<file path="config.mk">
export PLATFORM = sky130hd
export DESIGN_NAME = ext_irq_ctrl
export DESIGN_NICKNAME = d
export VERILOG_FILES = /design/src/rtl/eic_pkg.sv /design/src/rtl/eic_sync_edge.sv /design/src/rtl/eic_pending.sv /design/src/rtl/ext_irq_ctrl.sv
export SDC_FILE = /design/constraint.sdc
export NUM_CORES = 1
export LEC_CHECK = 0
export ABC_AREA = 1
export BUFFER_PORTS_ARGS = -buffer_cell sky130_fd_sc_hd__buf_2
export CAP_MARGIN = 20
export CORE_AREA = 2 2 259 159
export DETAILED_ROUTE_END_ITERATION = 8
export DIE_AREA = 0 0 261 161
export MAX_ROUTING_LAYER = met4
export SYNTH_ARGS = -nofsm -noshare
export SYNTH_HDL_FRONTEND = slang
export SYNTH_SLANG_ARGS = --single-unit
</file>
<file path="constraint.sdc">
create_clock -name clk -period 1.85 [get_ports clk]
set_clock_uncertainty 0.1 [all_clocks]
set_input_delay 0.37 -clock clk [delete_from_list [all_inputs] [get_ports clk]]
set_output_delay 0.37 -clock clk [all_outputs]
set_load 0.03 [all_outputs]
</file>
<file path="src/rtl/eic_pkg.sv">
package eic_pkg;
  localparam int DATA_W = 32;

  // Register selected by byte offset bits [4:2]
  typedef enum logic [2:0] {
    SEL_IMASK = 3'd0,
    SEL_EMASK = 3'd1,
    SEL_RISE  = 3'd2,
    SEL_FALL  = 3'd3,
    SEL_SWT   = 3'd4,
    SEL_PEND  = 3'd5
  } reg_sel_e;
endpackage

</file>
<file path="src/rtl/eic_sync_edge.sv">
module eic_sync_edge #(
  parameter int NUM_LINES   = 23,
  parameter int SYNC_STAGES = 2
) (
  input  logic                 clk,
  input  logic                 rst,
  input  logic [NUM_LINES-1:0] lines_i,
  output logic [NUM_LINES-1:0] rise_o,
  output logic [NUM_LINES-1:0] fall_o
);
  logic [NUM_LINES-1:0] stage_q [SYNC_STAGES];
  logic [NUM_LINES-1:0] prev_q;

  genvar s;
  generate
    for (s = 0; s < SYNC_STAGES; s++) begin : g_stage
      if (s == 0) begin : g_first
        always_ff @(posedge clk) begin
          if (rst) stage_q[0] <= '0;
          else     stage_q[0] <= lines_i;
        end
      end else begin : g_next
        always_ff @(posedge clk) begin
          if (rst) stage_q[s] <= '0;
          else     stage_q[s] <= stage_q[s-1];
        end
      end
    end
  endgenerate

  always_ff @(posedge clk) begin
    if (rst) prev_q <= '0;
    else     prev_q <= stage_q[SYNC_STAGES-1];
  end

  assign rise_o = stage_q[SYNC_STAGES-1] & ~prev_q;
  assign fall_o = ~stage_q[SYNC_STAGES-1] & prev_q;
endmodule

</file>
<file path="src/rtl/eic_pending.sv">
module eic_pending #(
  parameter int NUM_LINES = 23
) (
  input  logic                 clk,
  input  logic                 rst,
  input  logic [NUM_LINES-1:0] trig_i,
  input  logic [NUM_LINES-1:0] clr_i,
  input  logic [NUM_LINES-1:0] sw_set_i,
  output logic [NUM_LINES-1:0] pend_o,
  output logic [NUM_LINES-1:0] sw_o
);
  always_ff @(posedge clk) begin
    if (rst) begin
      pend_o <= '0;
      sw_o   <= '0;
    end else begin
      pend_o <= (pend_o & ~clr_i) | trig_i;
      sw_o   <= (sw_o | sw_set_i) & ~clr_i;
    end
  end

  AST_PEND_CLEAR: assert property (@(posedge clk) disable iff (rst)
    ((clr_i & ~trig_i) != '0) |=> ((pend_o & $past(clr_i & ~trig_i)) == '0));

  AST_EDGE_WINS: assert property (@(posedge clk) disable iff (rst)
    (trig_i != '0) |=> ((pend_o & $past(trig_i)) == $past(trig_i)));

  AST_SW_SELF_CLEAR: assert property (@(posedge clk) disable iff (rst)
    ((sw_o & clr_i) != '0) |=> ((sw_o & $past(clr_i)) == '0));

  AST_PEND_HOLD: assert property (@(posedge clk) disable iff (rst)
    ((pend_o & ~clr_i) != '0) |=> ((pend_o & $past(pend_o & ~clr_i)) == $past(pend_o & ~clr_i)));
endmodule

</file>
<file path="src/rtl/ext_irq_ctrl.sv">
module ext_irq_ctrl
  import eic_pkg::*;
#(
  parameter int NUM_LINES   = 23,
  parameter int ADDR_W      = 5,
  parameter int SYNC_STAGES = 2
) (
  input  logic                 clk,
  input  logic                 rst,
  input  logic [NUM_LINES-1:0] lines_i,
  input  logic                 bus_req,
  input  logic                 bus_we,
  input  logic [ADDR_W-1:0]    bus_addr,
  input  logic [DATA_W-1:0]    bus_wdata,
  output logic [DATA_W-1:0]    bus_rdata,
  output logic                 irq_o,
  output logic                 evt_o
);
  localparam int SEL_W = ADDR_W - 2;

  logic [SEL_W-1:0]     word;
  logic                 wr;
  logic [NUM_LINES-1:0] wbits;
  logic [NUM_LINES-1:0] imask_q, emask_q, rise_en_q, fall_en_q;
  logic [NUM_LINES-1:0] rise, fall, trig, clr, sw_set, pend, sw_bits;

  assign word  = bus_addr[ADDR_W-1:2];
  assign wr    = bus_req & bus_we;
  assign wbits = bus_wdata[NUM_LINES-1:0];

  eic_sync_edge #(
    .NUM_LINES  (NUM_LINES),
    .SYNC_STAGES(SYNC_STAGES)
  ) u_sync (
    .clk    (clk),
    .rst    (rst),
    .lines_i(lines_i),
    .rise_o (rise),
    .fall_o (fall)
  );

  assign sw_set = (wr && word == SEL_W'(SEL_SWT))  ? wbits : '0;
  assign clr    = (wr && word == SEL_W'(SEL_PEND)) ? wbits : '0;
  assign trig   = (rise & rise_en_q) | (fall & fall_en_q) | sw_set;

  eic_pending #(.NUM_LINES(NUM_LINES)) u_pend (
    .clk     (clk),
    .rst     (rst),
    .trig_i  (trig),
    .clr_i   (clr),
    .sw_set_i(sw_set),
    .pend_o  (pend),
    .sw_o    (sw_bits)
  );

  always_ff @(posedge clk) begin
    if (rst) begin
      imask_q   <= '0;
      emask_q   <= '0;
      rise_en_q <= '0;
      fall_en_q <= '0;
    end else if (wr) begin
      if (word == SEL_W'(SEL_IMASK)) imask_q   <= wbits;
      if (word == SEL_W'(SEL_EMASK)) emask_q   <= wbits;
      if (word == SEL_W'(SEL_RISE))  rise_en_q <= wbits;
      if (word == SEL_W'(SEL_FALL))  fall_en_q <= wbits;
    end
  end

  always_ff @(posedge clk) begin
    if (rst) begin
      irq_o <= 1'b0;
      evt_o <= 1'b0;
    end else begin
      irq_o <= |(pend & imask_q);
      evt_o <= |(trig & emask_q);
    end
  end

  always_ff @(posedge clk) begin
    if (rst) begin
      bus_rdata <= '0;
    end else if (bus_req && !bus_we) begin
      case (word)
        SEL_W'(SEL_IMASK): bus_rdata <= DATA_W'(imask_q);
        SEL_W'(SEL_EMASK): bus_rdata <= DATA_W'(emask_q);
        SEL_W'(SEL_RISE):  bus_rdata <= DATA_W'(rise_en_q);
        SEL_W'(SEL_FALL):  bus_rdata <= DATA_W'(fall_en_q);
        SEL_W'(SEL_SWT):   bus_rdata <= DATA_W'(sw_bits);
        SEL_W'(SEL_PEND):  bus_rdata <= DATA_W'(pend);
        default:           bus_rdata <= '0;
      endcase
    end
  end

  AST_IRQ_BLOCKED: assert property (@(posedge clk) disable iff (rst)
    ($past(imask_q) == '0) |-> !irq_o);

  AST_EVT_BLOCKED: assert property (@(posedge clk) disable iff (rst)
    ($past(emask_q) == '0) |-> !evt_o);

  AST_IRQ_FOLLOWS: assert property (@(posedge clk) disable iff (rst)
    ((pend & imask_q) != '0) |=> irq_o);
endmodule

</file>
==> run metrics <==
Critical Path Fanout Max=2; GR Util met2=23.3%; slowest CP cell=dfxtp_1; count of hold-fix buffers inserted at cts=23; full die area=0.0420 sq mm; Fmax achieved=601 MHz; Critical Path RT=1.38 ns; Tcrit/Tclk final=89.9%; Buf+Inv Stages, Crit Path=1; Final Setup Violations=0; Final HPWL DP=22000 um; DR iter-0 viols=952; Synth cell types=38; gate count of the mapped netlist=1266; number of H-tree levels=1; kind of critical path=reg2out; final hold violations=0; DRC viols=0; Antenna Nets Post-Route=0; ys async rst share=0%; largest net degree at the start of global routing=93; Worst setup SP type=register; max incr delay on CP=0.42 ns; GR peak layer=met2; first-pass GRT wire length=48700 um; row count=57; number of clock sinks=232; Placed Area=0.0108 sq mm; final WL=32100 um; Nets=1458; YS warnings=0; post-CTS setup buffers=0; I/O Pins=98; hold crit path type=in2reg; layout cells sized above 1=14.3%; CTS resizes=0; Layout area overhead=25.1%; GRT Util Overall=15.4%; core area=0.0398 sq mm; max-slew violations=0; Syn Area/Cell=7.44 sq um; Leak Pwr=4.96 nW; prevailing post-synth register cell=dfxtp_1; CTS Buf Count=23; crit-path cells=buf_2; WL per Instance=16.6 um; Initial Utilization=23.7%; status=completed; Vias/cell=4.64; CTS tree=yes; Setup WS pre-CTS=-0.123 ns; CTS max path bufs=3; final setup margin=0.187 ns; met1 usage=20.9%; Clock Tree Root=clkbuf_16; Syn Std Cell Area=0.00942 sq mm; Period minus WS final=1.66 ns; Via Count=8993; worst vdd ir=0.569 mV; global route overflow=0; vias in the first global route=8522; Seq cells post-synth=232; Critical Path AT=1.19 ns; clk_lat worst skew=0.53 ns; setup TNS=0 ns; Post-synth EDFFs=0; post-layout instance area=0.0118 sq mm; max-cap violations=0; chip width=261 um; register area share after synthesis=49.3%; PD cells=929 mW/mm^2; worst slew pin tran=0.561 ns; GRT met3 Usage=4.33%; routability cong.=0.887; delay-heaviest family, CP=flip-flops; unrepaired setup endpoints after global routing=false; # port buffers=77; Crit. End Element=output port; DRT Pass-1 Iters=6; die height=161 um; clock slew at reported path FFs=0.07 ns; relative slew slack=62.4%; initial antenna violation count=1
## logic make-up after synthesis
| logic type | count (synthesis) | share of synthesized area, % |
|---|---|---|
| and+or+nand+nor | 472 | 20.8 |
| DFF | 232 | 49.3 |
| buffers and inverters | 223 | 10.3 |
| AOI/OAI and AO/OA | 338 | 19.5 |
| other | 1 | 0.0398 |
## where the power goes
part | total, mW | switching (mW) | leakage (nW) | internal, mW
clock | 4.82 | 2.03 | 0.373 | 2.78
sequential | 5.23 | 0.0885 | 1.89 | 5.15
combinational | 0.894 | 0.594 | 2.70 | 0.300
total | 10.9 | 2.72 | 4.96 | 8.23
## cell usage after synthesis (2+ instances only)
cell type / count / area, sq um
o21a_1: 4 / 30.0
clkbuf_1: 32 / 120
nand2_1: 222 / 833
buf_6: 8 / 90.1
buf_4: 13 / 97.6
a22oi_1: 11 / 82.6
nor2_1: 186 / 698
nor2_2: 2 / 12.5
o21ai_0: 138 / 691
o21bai_1: 3 / 22.5
o22ai_1: 8 / 50.1
a31oi_1: 12 / 75.1
buf_2: 19 / 95.1
nand2_4: 2 / 22.5
a41oi_1: 2 / 17.5
nand4_1: 15 / 93.8
nand3_1: 37 / 185
a221oi_1: 10 / 87.6
dfxtp_1: 232 / 4640
buf_1: 2 / 7.51
inv_2: 6 / 22.5
a21oi_1: 137 / 686
nor2_8: 2 / 40.0
inv_1: 142 / 533
o21ai_1: 2 / 10.0
a211oi_1: 6 / 45.0
nor2_4: 2 / 22.5
## cells in the final DEF (no fill, tap or decap), types with 8 or more instances in the layout
cell | netlist | layout
a31oi_1 | 12 | 12
nand4_1 | 15 | 15
inv_1 | 142 | 141
o21ai_0 | 138 | 138
dfxtp_1 | 232 | 232
a22oi_1 | 11 | 11
buf_12 | 0 | 15
a221oi_1 | 10 | 10
conb_1 | 1 | 9
nor2_1 | 186 | 185
o22ai_1 | 8 | 8
buf_4 | 13 | 55
dlygate4sd3_1 | 0 | 23
a21oi_1 | 137 | 137
buf_2 | 19 | 76
nand3_1 | 37 | 37
clkbuf_16 | 0 | 23
nand2_1 | 222 | 222
## routing by layer
metal	wire length, um	vias up
met5	0	-
met4	352	0
met3	3180	40
met2	14100	391
met1	14500	4208
li1	-	4354
## final timing paths
path / to / depth (start not counted) / slack [ns] / start
max: bus_rdata[5] / 1 / 0.19 / bus_rdata[5]$_SDFFE_PP0P_
min: u_pend.sw_o[16]$_SDFF_PP0_ / 3 / 0.05 / bus_wdata[16]
min reg2reg: u_sync.stage_q[1][5]$_SDFF_PP0_ / 2 / 0.30 / u_sync.stage_q[0][5]$_SDFF_PP0_
max reg2reg: evt_o$_SDFF_PP0_ / 10 / 0.32 / rise_en_q[6]$_SDFFE_PP0P_
## through the flow
stage          instances  power, mW  util, %  hold slack [ns]
2_1_floorplan       1274       5.79        -            0.288
3_5_place_dp        1877       6.19     27.1            0.294
5_1_grt             1938       11.4     29.6           0.0585
3_3_place_gp        1877       6.18     27.1            0.292
4_1_cts             1937       11.0     29.6           0.0307
6_report            1938       10.9     29.6           0.0544
## state kept, by name, summed over array words and instances (netlist names)
register        flops
u_sync.stage_q     46
bus_rdata          23
emask_q            23
fall_en_q          23
imask_q            23
rise_en_q          23
u_pend.pend_o      23
u_pend.sw_o        23
u_sync.prev_q      23
evt_o               1
irq_o               1
## layout make-up
class                           count  area, sq um
Clock inverter                      6         83.8
Multi-Input combinational cell    819         3830
Fill cell                        4335        28000
Clock buffer                       31          666
Antenna cell                        1         2.50
Sequential cell                   232         4640
Inverter                          149          563
Tap cell                          531          664
Timing Repair Buffer              169         1320
No activity file was read; power rests on OpenSTA's default activity.
